`config.mk`:
```
export PLATFORM = sky130hd
export DESIGN_NAME = sysclk_ctrl
export DESIGN_NICKNAME = d
export VERILOG_FILES = /design/src/rtl/sysclk_pkg.sv /design/src/rtl/sysclk_cfg_reg.sv /design/src/rtl/sysclk_path_sel.sv /design/src/rtl/sysclk_en_div.sv /design/src/rtl/sysclk_ctrl.sv
export SDC_FILE = /design/constraint.sdc
export NUM_CORES = 1
export LEC_CHECK = 0
export ABC_CLOCK_PERIOD_IN_PS = 2500
export BUFFER_PORTS_ARGS = -buffer_cell sky130_fd_sc_hd__buf_2
export CAP_MARGIN = 20
export CORE_MARGIN = 8
export CORE_UTILIZATION = 40
export DETAILED_ROUTE_END_ITERATION = 12
export PLACE_DENSITY = 0.75
export REMOVE_ABC_BUFFERS = 1
export SLEW_MARGIN = 20
export SYNTH_ARGS = -nofsm -noshare
export SYNTH_HDL_FRONTEND = slang
export SYNTH_SLANG_ARGS = --single-unit
```
`constraint.sdc`:
```
create_clock -name clk_i -period 2.5 [get_ports clk_i]
set_input_delay 0.125 -clock clk_i [delete_from_list [all_inputs] [get_ports clk_i]]
set_output_delay 0.125 -clock clk_i [all_outputs]
set_load 0.05 [all_outputs]
```
`src/rtl/sysclk_pkg.sv`:
```
package sysclk_pkg;
  localparam int DATA_W      = 32;
  localparam int DIV_W       = 4;
  localparam int DIV_LSB     = 23;
  localparam int USE_DIV_BIT = 22;
  localparam int PWRDN_BIT   = 13;
  localparam int OE_OFF_BIT  = 12;
  localparam int BYP_BIT     = 11;
  localparam int XTAL_LSB    = 6;
  localparam int OSC_LSB     = 4;
  localparam int IOFF_BIT    = 1;
  localparam int MOFF_BIT    = 0;

  localparam logic [DATA_W-1:0] WR_MASK =
      (((DATA_W)'(1) << DIV_W) - 1) << DIV_LSB
    | (DATA_W)'(1) << USE_DIV_BIT
    | (DATA_W)'(1) << PWRDN_BIT
    | (DATA_W)'(1) << OE_OFF_BIT
    | (DATA_W)'(1) << BYP_BIT
    | (DATA_W)'(32'hF) << XTAL_LSB
    | (DATA_W)'(32'h3) << OSC_LSB
    | (DATA_W)'(1) << IOFF_BIT
    | (DATA_W)'(1) << MOFF_BIT;

  typedef struct packed {
    logic [DIV_W-1:0] div_code;
    logic             use_div;
    logic             pwrdn;
    logic             oe_off;
    logic             bypass;
    logic [3:0]       xtal;
    logic [1:0]       osc_sel;
    logic             int_off;
    logic             main_off;
  } cfg_t;

  localparam cfg_t CFG_RST = '{
    div_code: '1, use_div: 1'b0, pwrdn: 1'b1, oe_off: 1'b1, bypass: 1'b1,
    xtal: 4'hB, osc_sel: 2'b00, int_off: 1'b0, main_off: 1'b0};
endpackage

```
`src/rtl/sysclk_cfg_reg.sv`:
```
module sysclk_cfg_reg
  import sysclk_pkg::*;
#(
  parameter int MIN_PLL_CODE = 7
) (
  input  logic              clk_i,
  input  logic              rst_ni,
  input  logic              wr_en_i,
  input  logic [DATA_W-1:0] wdata_i,
  input  logic [DIV_W-1:0]  rb_code_i,
  output cfg_t              cfg_o,
  output logic [DATA_W-1:0] rdata_o
);
  cfg_t cfg_q;

  always_ff @(posedge clk_i or negedge rst_ni) begin
    if (!rst_ni) begin
      cfg_q <= CFG_RST;
    end else if (wr_en_i) begin
      cfg_q.div_code <= wdata_i[DIV_LSB +: DIV_W];
      cfg_q.use_div  <= wdata_i[USE_DIV_BIT];
      cfg_q.pwrdn    <= wdata_i[PWRDN_BIT];
      cfg_q.oe_off   <= wdata_i[OE_OFF_BIT];
      cfg_q.bypass   <= wdata_i[BYP_BIT];
      cfg_q.xtal     <= wdata_i[XTAL_LSB +: 4];
      cfg_q.osc_sel  <= wdata_i[OSC_LSB +: 2];
      cfg_q.int_off  <= wdata_i[IOFF_BIT];
      cfg_q.main_off <= wdata_i[MOFF_BIT];
    end
  end

  always_comb begin
    rdata_o                       = '0;
    rdata_o[DIV_LSB +: DIV_W]     = rb_code_i;
    rdata_o[USE_DIV_BIT]          = cfg_q.use_div;
    rdata_o[PWRDN_BIT]            = cfg_q.pwrdn;
    rdata_o[OE_OFF_BIT]           = cfg_q.oe_off;
    rdata_o[BYP_BIT]              = cfg_q.bypass;
    rdata_o[XTAL_LSB +: 4]        = cfg_q.xtal;
    rdata_o[OSC_LSB +: 2]         = cfg_q.osc_sel;
    rdata_o[IOFF_BIT]             = cfg_q.int_off;
    rdata_o[MOFF_BIT]             = cfg_q.main_off;
  end

  assign cfg_o = cfg_q;

  AST_RSVD_IGNORED: assert property (@(posedge clk_i) disable iff (!rst_ni)
    (wr_en_i && ((wdata_i & ~WR_MASK) != '0)) |=> ((rdata_o & ~WR_MASK) == '0));
  AST_HOLD_NO_WRITE: assert property (@(posedge clk_i) disable iff (!rst_ni)
    !wr_en_i |=> $stable(cfg_q));
  AST_CLAMP_READBACK: assert property (@(posedge clk_i) disable iff (!rst_ni)
    !cfg_q.bypass |-> (rdata_o[DIV_LSB +: DIV_W] >= DIV_W'(MIN_PLL_CODE)));
endmodule

```
`src/rtl/sysclk_path_sel.sv`:
```
module sysclk_path_sel
  import sysclk_pkg::*;
#(
  parameter int MIN_PLL_CODE = 7
) (
  input  logic             clk_i,
  input  logic             rst_ni,
  input  cfg_t             cfg_i,
  input  logic             pll_lock_i,
  output logic             pll_path_o,
  output logic [DIV_W-1:0] ratio_m1_o,
  output logic [DIV_W-1:0] rb_code_o
);
  localparam logic [DIV_W-1:0] MIN_CODE = DIV_W'(MIN_PLL_CODE);

  logic             pll_sel;
  logic [DIV_W-1:0] clamp_code;

  assign pll_sel    = !cfg_i.bypass;
  assign clamp_code = (cfg_i.div_code < MIN_CODE) ? MIN_CODE : cfg_i.div_code;
  assign rb_code_o  = pll_sel ? clamp_code : cfg_i.div_code;

  // PLL path forces the divider; reserved code 0 acts as /2 on the direct path
  always_comb begin
    if (pll_sel)                  ratio_m1_o = clamp_code;
    else if (!cfg_i.use_div)      ratio_m1_o = '0;
    else if (cfg_i.div_code == '0) ratio_m1_o = DIV_W'(1);
    else                          ratio_m1_o = cfg_i.div_code;
  end

  // stay on oscillator until PLL is powered, driving and locked
  assign pll_path_o = pll_sel && !cfg_i.pwrdn && !cfg_i.oe_off && pll_lock_i;

  AST_PLL_MIN_RATIO: assert property (@(posedge clk_i) disable iff (!rst_ni)
    !cfg_i.bypass |-> (ratio_m1_o >= MIN_CODE));
  AST_PLL_NEEDS_LOCK: assert property (@(posedge clk_i) disable iff (!rst_ni)
    !pll_lock_i |-> !pll_path_o);
endmodule

```
`src/rtl/sysclk_en_div.sv`:
```
module sysclk_en_div
  import sysclk_pkg::*;
(
  input  logic             clk_i,
  input  logic             rst_ni,
  input  logic [DIV_W-1:0] ratio_m1_i,
  output logic             clk_en_o
);
  logic [DIV_W-1:0] cnt_q;

  always_ff @(posedge clk_i or negedge rst_ni) begin
    if (!rst_ni)                  cnt_q <= '0;
    else if (cnt_q >= ratio_m1_i) cnt_q <= '0;
    else                          cnt_q <= cnt_q + 1'b1;
  end

  assign clk_en_o = (cnt_q == ratio_m1_i);

  AST_BACK_TO_BACK_ONLY_UNDIV: assert property (@(posedge clk_i) disable iff (!rst_ni)
    (clk_en_o && $past(clk_en_o) && $stable(ratio_m1_i)) |-> (ratio_m1_i == '0));
  AST_WRAP_AFTER_PULSE: assert property (@(posedge clk_i) disable iff (!rst_ni)
    clk_en_o |=> (cnt_q == '0));
endmodule

```
`src/rtl/sysclk_ctrl.sv`:
```
module sysclk_ctrl
  import sysclk_pkg::*;
#(
  parameter int MIN_PLL_CODE = 7
) (
  input  logic        clk_i,
  input  logic        rst_ni,
  input  logic        wr_en_i,
  input  logic [31:0] wdata_i,
  output logic [31:0] rdata_o,
  input  logic        pll_lock_i,
  output logic [1:0]  osc_sel_o,
  output logic        main_osc_off_o,
  output logic        int_osc_off_o,
  output logic [3:0]  xtal_sel_o,
  output logic        pll_pwrdn_o,
  output logic        pll_oe_off_o,
  output logic        pll_path_o,
  output logic        clk_en_o
);
  cfg_t             cfg;
  logic [DIV_W-1:0] rb_code;
  logic [DIV_W-1:0] ratio_m1;

  sysclk_cfg_reg #(.MIN_PLL_CODE(MIN_PLL_CODE)) i_cfg_reg (
    .clk_i     (clk_i),
    .rst_ni    (rst_ni),
    .wr_en_i   (wr_en_i),
    .wdata_i   (wdata_i),
    .rb_code_i (rb_code),
    .cfg_o     (cfg),
    .rdata_o   (rdata_o)
  );

  sysclk_path_sel #(.MIN_PLL_CODE(MIN_PLL_CODE)) i_path_sel (
    .clk_i      (clk_i),
    .rst_ni     (rst_ni),
    .cfg_i      (cfg),
    .pll_lock_i (pll_lock_i),
    .pll_path_o (pll_path_o),
    .ratio_m1_o (ratio_m1),
    .rb_code_o  (rb_code)
  );

  sysclk_en_div i_en_div (
    .clk_i      (clk_i),
    .rst_ni     (rst_ni),
    .ratio_m1_i (ratio_m1),
    .clk_en_o   (clk_en_o)
  );

  assign osc_sel_o      = cfg.osc_sel;
  assign main_osc_off_o = cfg.main_off;
  assign int_osc_off_o  = cfg.int_off;
  assign xtal_sel_o     = cfg.xtal;
  assign pll_pwrdn_o    = cfg.pwrdn;
  assign pll_oe_off_o   = cfg.oe_off;

  AST_PWRDN_BLOCKS_PLL: assert property (@(posedge clk_i) disable iff (!rst_ni)
    pll_pwrdn_o |-> !pll_path_o);
  AST_BYPASS_BLOCKS_PLL: assert property (@(posedge clk_i) disable iff (!rst_ni)
    rdata_o[BYP_BIT] |-> !pll_path_o);
endmodule

```
==> results of run 1 <==
-- stage by stage --
step | power [mW] | utilization [%] | worst slack [ns] | hold slack, ns
floorplan | 0.862 | - | 0.132 | -0.171
global placement | 0.968 | 44.8 | 0.507 | 0.0800
detailed placement | 0.996 | 44.8 | 0.439 | 0.0873
CTS | 1.18 | 46.4 | 0.343 | 0.0478
global route | 1.24 | 46.4 | 0.279 | 0.0368
finish | 1.17 | 46.4 | 0.360 | 0.0547
-- worst paths after layout --
check / from / slack (ns) / endpoint
setup / recovery: i_cfg_reg.cfg_o[8] / 0.36 / clk_en_o
hold / removal: wdata_i[4] / 0.05 / i_cfg_reg.cfg_o[2]
setup reg to reg: i_cfg_reg.cfg_o[8] / 0.42 / i_en_div.cnt_q[0]
hold reg to reg: i_en_div.cnt_q[0] / 0.51 / i_en_div.cnt_q[0]
max in group asynchronous: rst_ni / 1.88 / i_cfg_reg.cfg_o[14]
min in group asynchronous: rst_ni / 0.29 / i_cfg_reg.cfg_o[11]
-- cell families (layout without fill, tap and decap cells) --
logic type	count (synthesis)	after routing	synth area share [%]
DFF	20	20	43.3
AOI/OAI and AO/OA	8	8	4.54
and+or+nand+nor	14	14	6.77
xor gates and xnor gates	2	2	1.48
other	1	16	0.317
muxes	16	16	15.2
buffers and inverters	38	53	23.0
adders and majority gates	5	5	5.29
-- sequential cells by signal, indices dropped and copies added (netlist names) --
name	count
i_en_div.cnt_q	4
i_cfg_reg.cfg_o	16
-- worst max-delay path: cells and delay by family, from the launching register on --
family                     cells  cell delay, ns
and+or+nand+nor                4            0.66
buffers and inverters          1            0.21
DFF                            1            0.61
adders and majority gates      1            0.24
-- placed cells by master, fill, tap and decap left out, drive strengths merged --
cell type,synthesis,final
dfstp,10,10
and4,1,1
dfrtp,10,10
nor4b,1,1
ha,5,5
mux2,16,16
nand3,1,1
dlygate4sd3,0,1
o21a,2,2
nor2,2,2
or2,3,3
xnor2,1,1
nand2b,3,3
a21boi,1,1
nand2,3,3
buf,36,47
conb,1,16
a2111o,1,1
xor2,1,1
o21ai,1,1
a21oi,3,3
inv,1,1
clkbuf,1,4
-- metal layers --
layer / track usage [%] / share of wire [%]
met5: 0 / 0
met4: 3.35 / 0.63
met3: 5.79 / 13
met2: 16.0 / 47
met1: 9.44 / 39
-- cell type report --
type | instances | area [sq um] | area share [%]
Clock buffer | 4 | 36.3 | 2.81
Inverter | 1 | 3.75 | 0.291
Multi-Input combinational cell | 61 | 454 | 35.2
Sequential cell | 20 | 513 | 39.7
Tap cell | 31 | 38.8 | 3.00
Timing Repair Buffer | 48 | 245 | 19.0
-- power by group --
group / switching (mW) / total, mW / internal, mW
sequential: 0.0499 / 0.445 / 0.395
combinational: 0.380 / 0.543 / 0.163
clock: 0.0907 / 0.179 / 0.0886
total: 0.520 / 1.17 / 0.647
==> results.toml, run 1 <==
[clock_network]
cts-htree-levels = 1
cts.sinks = 20
postCtsHoldBufs = 1
cts_resized = 0
clock-root-buffer = "clkbuf_4"
numCtsBuffers = 3
clk_pin_slew_worst_paths_ns = 0.10
cts_tree = "done"
post_cts_buffers = 0
clk_path_buf_depth = 2
clk_latency_ns = 0.29

[worst_setup_path]
cp-start-kind = "flip-flop"
worstRegToRegCells = 7
cp.arrival_ns = 2.02
cp_cell_sequence = "nor2_1, or2_2, nand2_1, ha_1, and4_2, buf_2"
cp.required_ns = 2.38
max_stage_delay_ns = 0.61
critPathMaxFanout = 6
end_kind = "primary output"
slowest_stage = "dfstp_2"
path_class = "flip-flop to primary output"

[yosys]
synth_area_sq_um = 1180
yosysWarnings = 0
yosys-top-cells-count = "buf_4 (34), mux2_2 (11), dfrtp_1 (10), dfstp_2 (10)"
netlist.area_leader.share_pct = 22.2
ys_top_cells_by_area = "dfstp_2 (22%), buf_4 (22%), dfrtp_1 (21%)"
synth-seq-cells = 20
synth-edff-count = 0
synth.most_common_cell = "buf_4"
seq_area_frac_synth_pct = 43.3
syn_inst = 104
synth_cell_types = 24
synthArstFlopShare_pct = 100
synth_ff_type = "dfstp_2"
yosysTopAreaCell = "dfstp_2"
syn_area_per_cell_sq_um = 11.4

[sta]
setup_viol = 0
fin_crit_ns = 2.14
rsz0062_at_grt = "no"
slew_viol_final = 0
setup_tns_ns = 0
fin_crit_sh_pct = 85.6
hold_viol = 0
fin_skew_ns = 0.00150
maxClockFrequency_mhz = 467

[cells_and_area]
fin_area_sq_um = 1290
nets = 176
stdcell_count = 165
area_growth_pct = 9.09
nFillCells = 254
drive_gt1_share_pct = 56.7
antenna_cells = 0

[placed_design]
dp_hpwl_um = 2060
gp_congestion = 0.767
dp_cells = 160
dpl_cell_area_sq_um = 1240
io_buffers = 47

[worst_hold_path]
hold_class = "input pin to flip-flop"
whs_path_depth = 2

[die]
die_h_um = 70.4
io_pins = 80
coreArea_sq_um = 2780
die_area_sq_um = 4960
rows = 19
start_util_pct = 42.6
die_x_um = 70.4

[drt]
wl_um = 2370
num_vias = 750
drt_iter0_markers = 6
postRouteAntennaNets = 0
post_drt_wl_per_cell_um = 14.4
vias_per_cell = 4.55
firstDrtPassIters = 3
drcViolationCount = 0

[grt]
grt_pass1_wl_um = 3980
first_global_vias = 893
grt_max_degree = 21
grt_use_total_pct = 9.54
grt_overflow = 0
antenna_found_initial = 0

[power]
vdd_ir_drop_max_v = 0.000618
power_leakage_nw = 0.659
p_per_area_nw_per_um2 = 904

[outcome]
status = "finished, final reports clean"

[job]
drv_cap = 0
Note: power is estimated with default switching activity, not from simulation.
==> inputs of run 2 (changes only) <==
--- a/config.mk
+++ b/config.mk
@@ -8,6 +8,7 @@
 export ABC_CLOCK_PERIOD_IN_PS = 2500
 export BUFFER_PORTS_ARGS = -buffer_cell sky130_fd_sc_hd__buf_2
 export CAP_MARGIN = 20
+export CORE_ASPECT_RATIO = 1.2
 export CORE_MARGIN = 8
 export CORE_UTILIZATION = 40
 export DETAILED_ROUTE_END_ITERATION = 12
==> results.toml, run 2 (synthesis gave the netlist of run 1 again) <==
[outcome]
status = "finished, final reports clean"

[clock_network]
post_cts_buffers = 0
cts_tree = "done"
clk_latency_ns = 0.29
cts_resized = 0
cts.sinks = 20
clk_path_buf_depth = 2
clock-root-buffer = "clkbuf_4"
numCtsBuffers = 3
clk_pin_slew_worst_paths_ns = 0.10
cts-htree-levels = 1

[drt]
met2_length_um = 1180
postRouteAntennaNets = 0
drt_iter0_markers = 17
drcViolationCount = 0
routedLengthMet1_um = 839
met3_length_um = 307
routed.top_layer = "met4"
post_drt_wl_per_cell_um = 14.1
wl_um = 2370
num_vias = 751
firstDrtPassIters = 2
vias_per_cell = 4.47

[sta]
fin_crit_ns = 2.10
maxClockFrequency_mhz = 477
setup_tns_ns = 0
whs_ns = 0.0429
fin_crit_sh_pct = 83.9
rsz0062_at_grt = "no"
hold_viol = 0
setup_viol = 0
fin_skew_ns = 0.00117
slew_viol_final = 0

[die]
io_pins = 80
die_x_um = 65.7
rows = 21
coreArea_sq_um = 2810
die_h_um = 75.6
die_area_sq_um = 4960
start_util_pct = 42.1

[power]
power.total_mw = 1.17
p_per_area_nw_per_um2 = 902
vdd_ir_drop_max_v = 0.000659
power_leakage_nw = 0.659

[worst_setup_path]
cp.required_ns = 2.38
worst-path-buf-inv = 1
cp.arrival_ns = 1.97
path_class = "flip-flop to primary output"
crit_family = "simple AND/OR/NAND/NOR gates"
max_stage_delay_ns = 0.59
critPathMaxFanout = 6
slowest_stage = "dfstp_2"
cp_cell_sequence = "nor2_1, or2_2, nand2_1, ha_1, and4_2, buf_2"
cp-start-kind = "flip-flop"
end_kind = "primary output"

[grt]
grt_pass1_wl_um = 3880
first_global_vias = 908
grt_max_degree = 21
antenna_found_initial = 0
grt_overflow = 0
grt_use_total_pct = 10.1

[worst_hold_path]
hold_class = "input pin to flip-flop"

[placed_design]
dp_hpwl_um = 1980
gp_congestion = 0.728
io_buffers = 47
dpl_cell_area_sq_um = 1250

[cells_and_area]
fin_area_sq_um = 1290
final_cell_mix = "buf_2 (47), conb_1 (16), mux2_2 (11), dfrtp_1 (10), dfstp_2 (10)"
antenna_cells = 0
final_common_cell = "buf_2"
area_growth_pct = 9.41
drive_gt1_share_pct = 56.7
largest_reg_flops = 16
nets = 176

[job]
drv_cap = 0
-- run 2: report_power, final --
part | switching, mW | internal (mW)
clock network | 0.0885 | 0.0887
registers | 0.0505 | 0.395
logic | 0.382 | 0.164
total | 0.521 | 0.647
-- run 2: worst paths after layout --
kind / cells after the start / startpoint / slack [ns] / end
min in group asynchronous: 2 / rst_ni / 0.29 / i_cfg_reg.cfg_o[0]
max reg2reg: 7 / i_cfg_reg.cfg_o[8] / 0.43 / i_en_div.cnt_q[2]
max in group asynchronous: 2 / rst_ni / 1.88 / i_cfg_reg.cfg_o[13]
max: 6 / i_cfg_reg.cfg_o[8] / 0.40 / clk_en_o
min reg2reg: 1 / i_en_div.cnt_q[0] / 0.51 / i_en_div.cnt_q[0]
min: 2 / wdata_i[8] / 0.04 / i_cfg_reg.cfg_o[6]
-- run 2: per-stage QoR --
stage          worst slack, ns  instances  utilization, %
6_report                 0.404        168            46.1
5_1_grt                  0.300        168            46.1
4_1_cts                  0.373        168            46.1
3_5_place_dp             0.447        163            44.4
3_3_place_gp             0.503        163            44.4
2_1_floorplan            0.132         82               -
-- run 2: layer usage --
metal | up-vias | track usage (%)
li1 | 359 | -
met1 | 338 | 8.47
met2 | 50 | 19.2
met3 | 4 | 3.97
met4 | 0 | 6.55
met5 | - | 0
-- run 2: layout make-up --
cell class	count	area, sq um
Timing Repair Buffer	48	245
Clock buffer	4	36.3
Tap cell	34	42.5
Fill cell	263	1520
Inverter	1	3.75
Sequential cell	20	513
Multi-Input combinational cell	61	454
-- run 2: timing repair --
action | 4_1_cts | 5_1_grt
hold buffers | 1 | 0
endpoints found under the setup margin | 0 | 0
endpoints found under the hold margin | 10 | 0
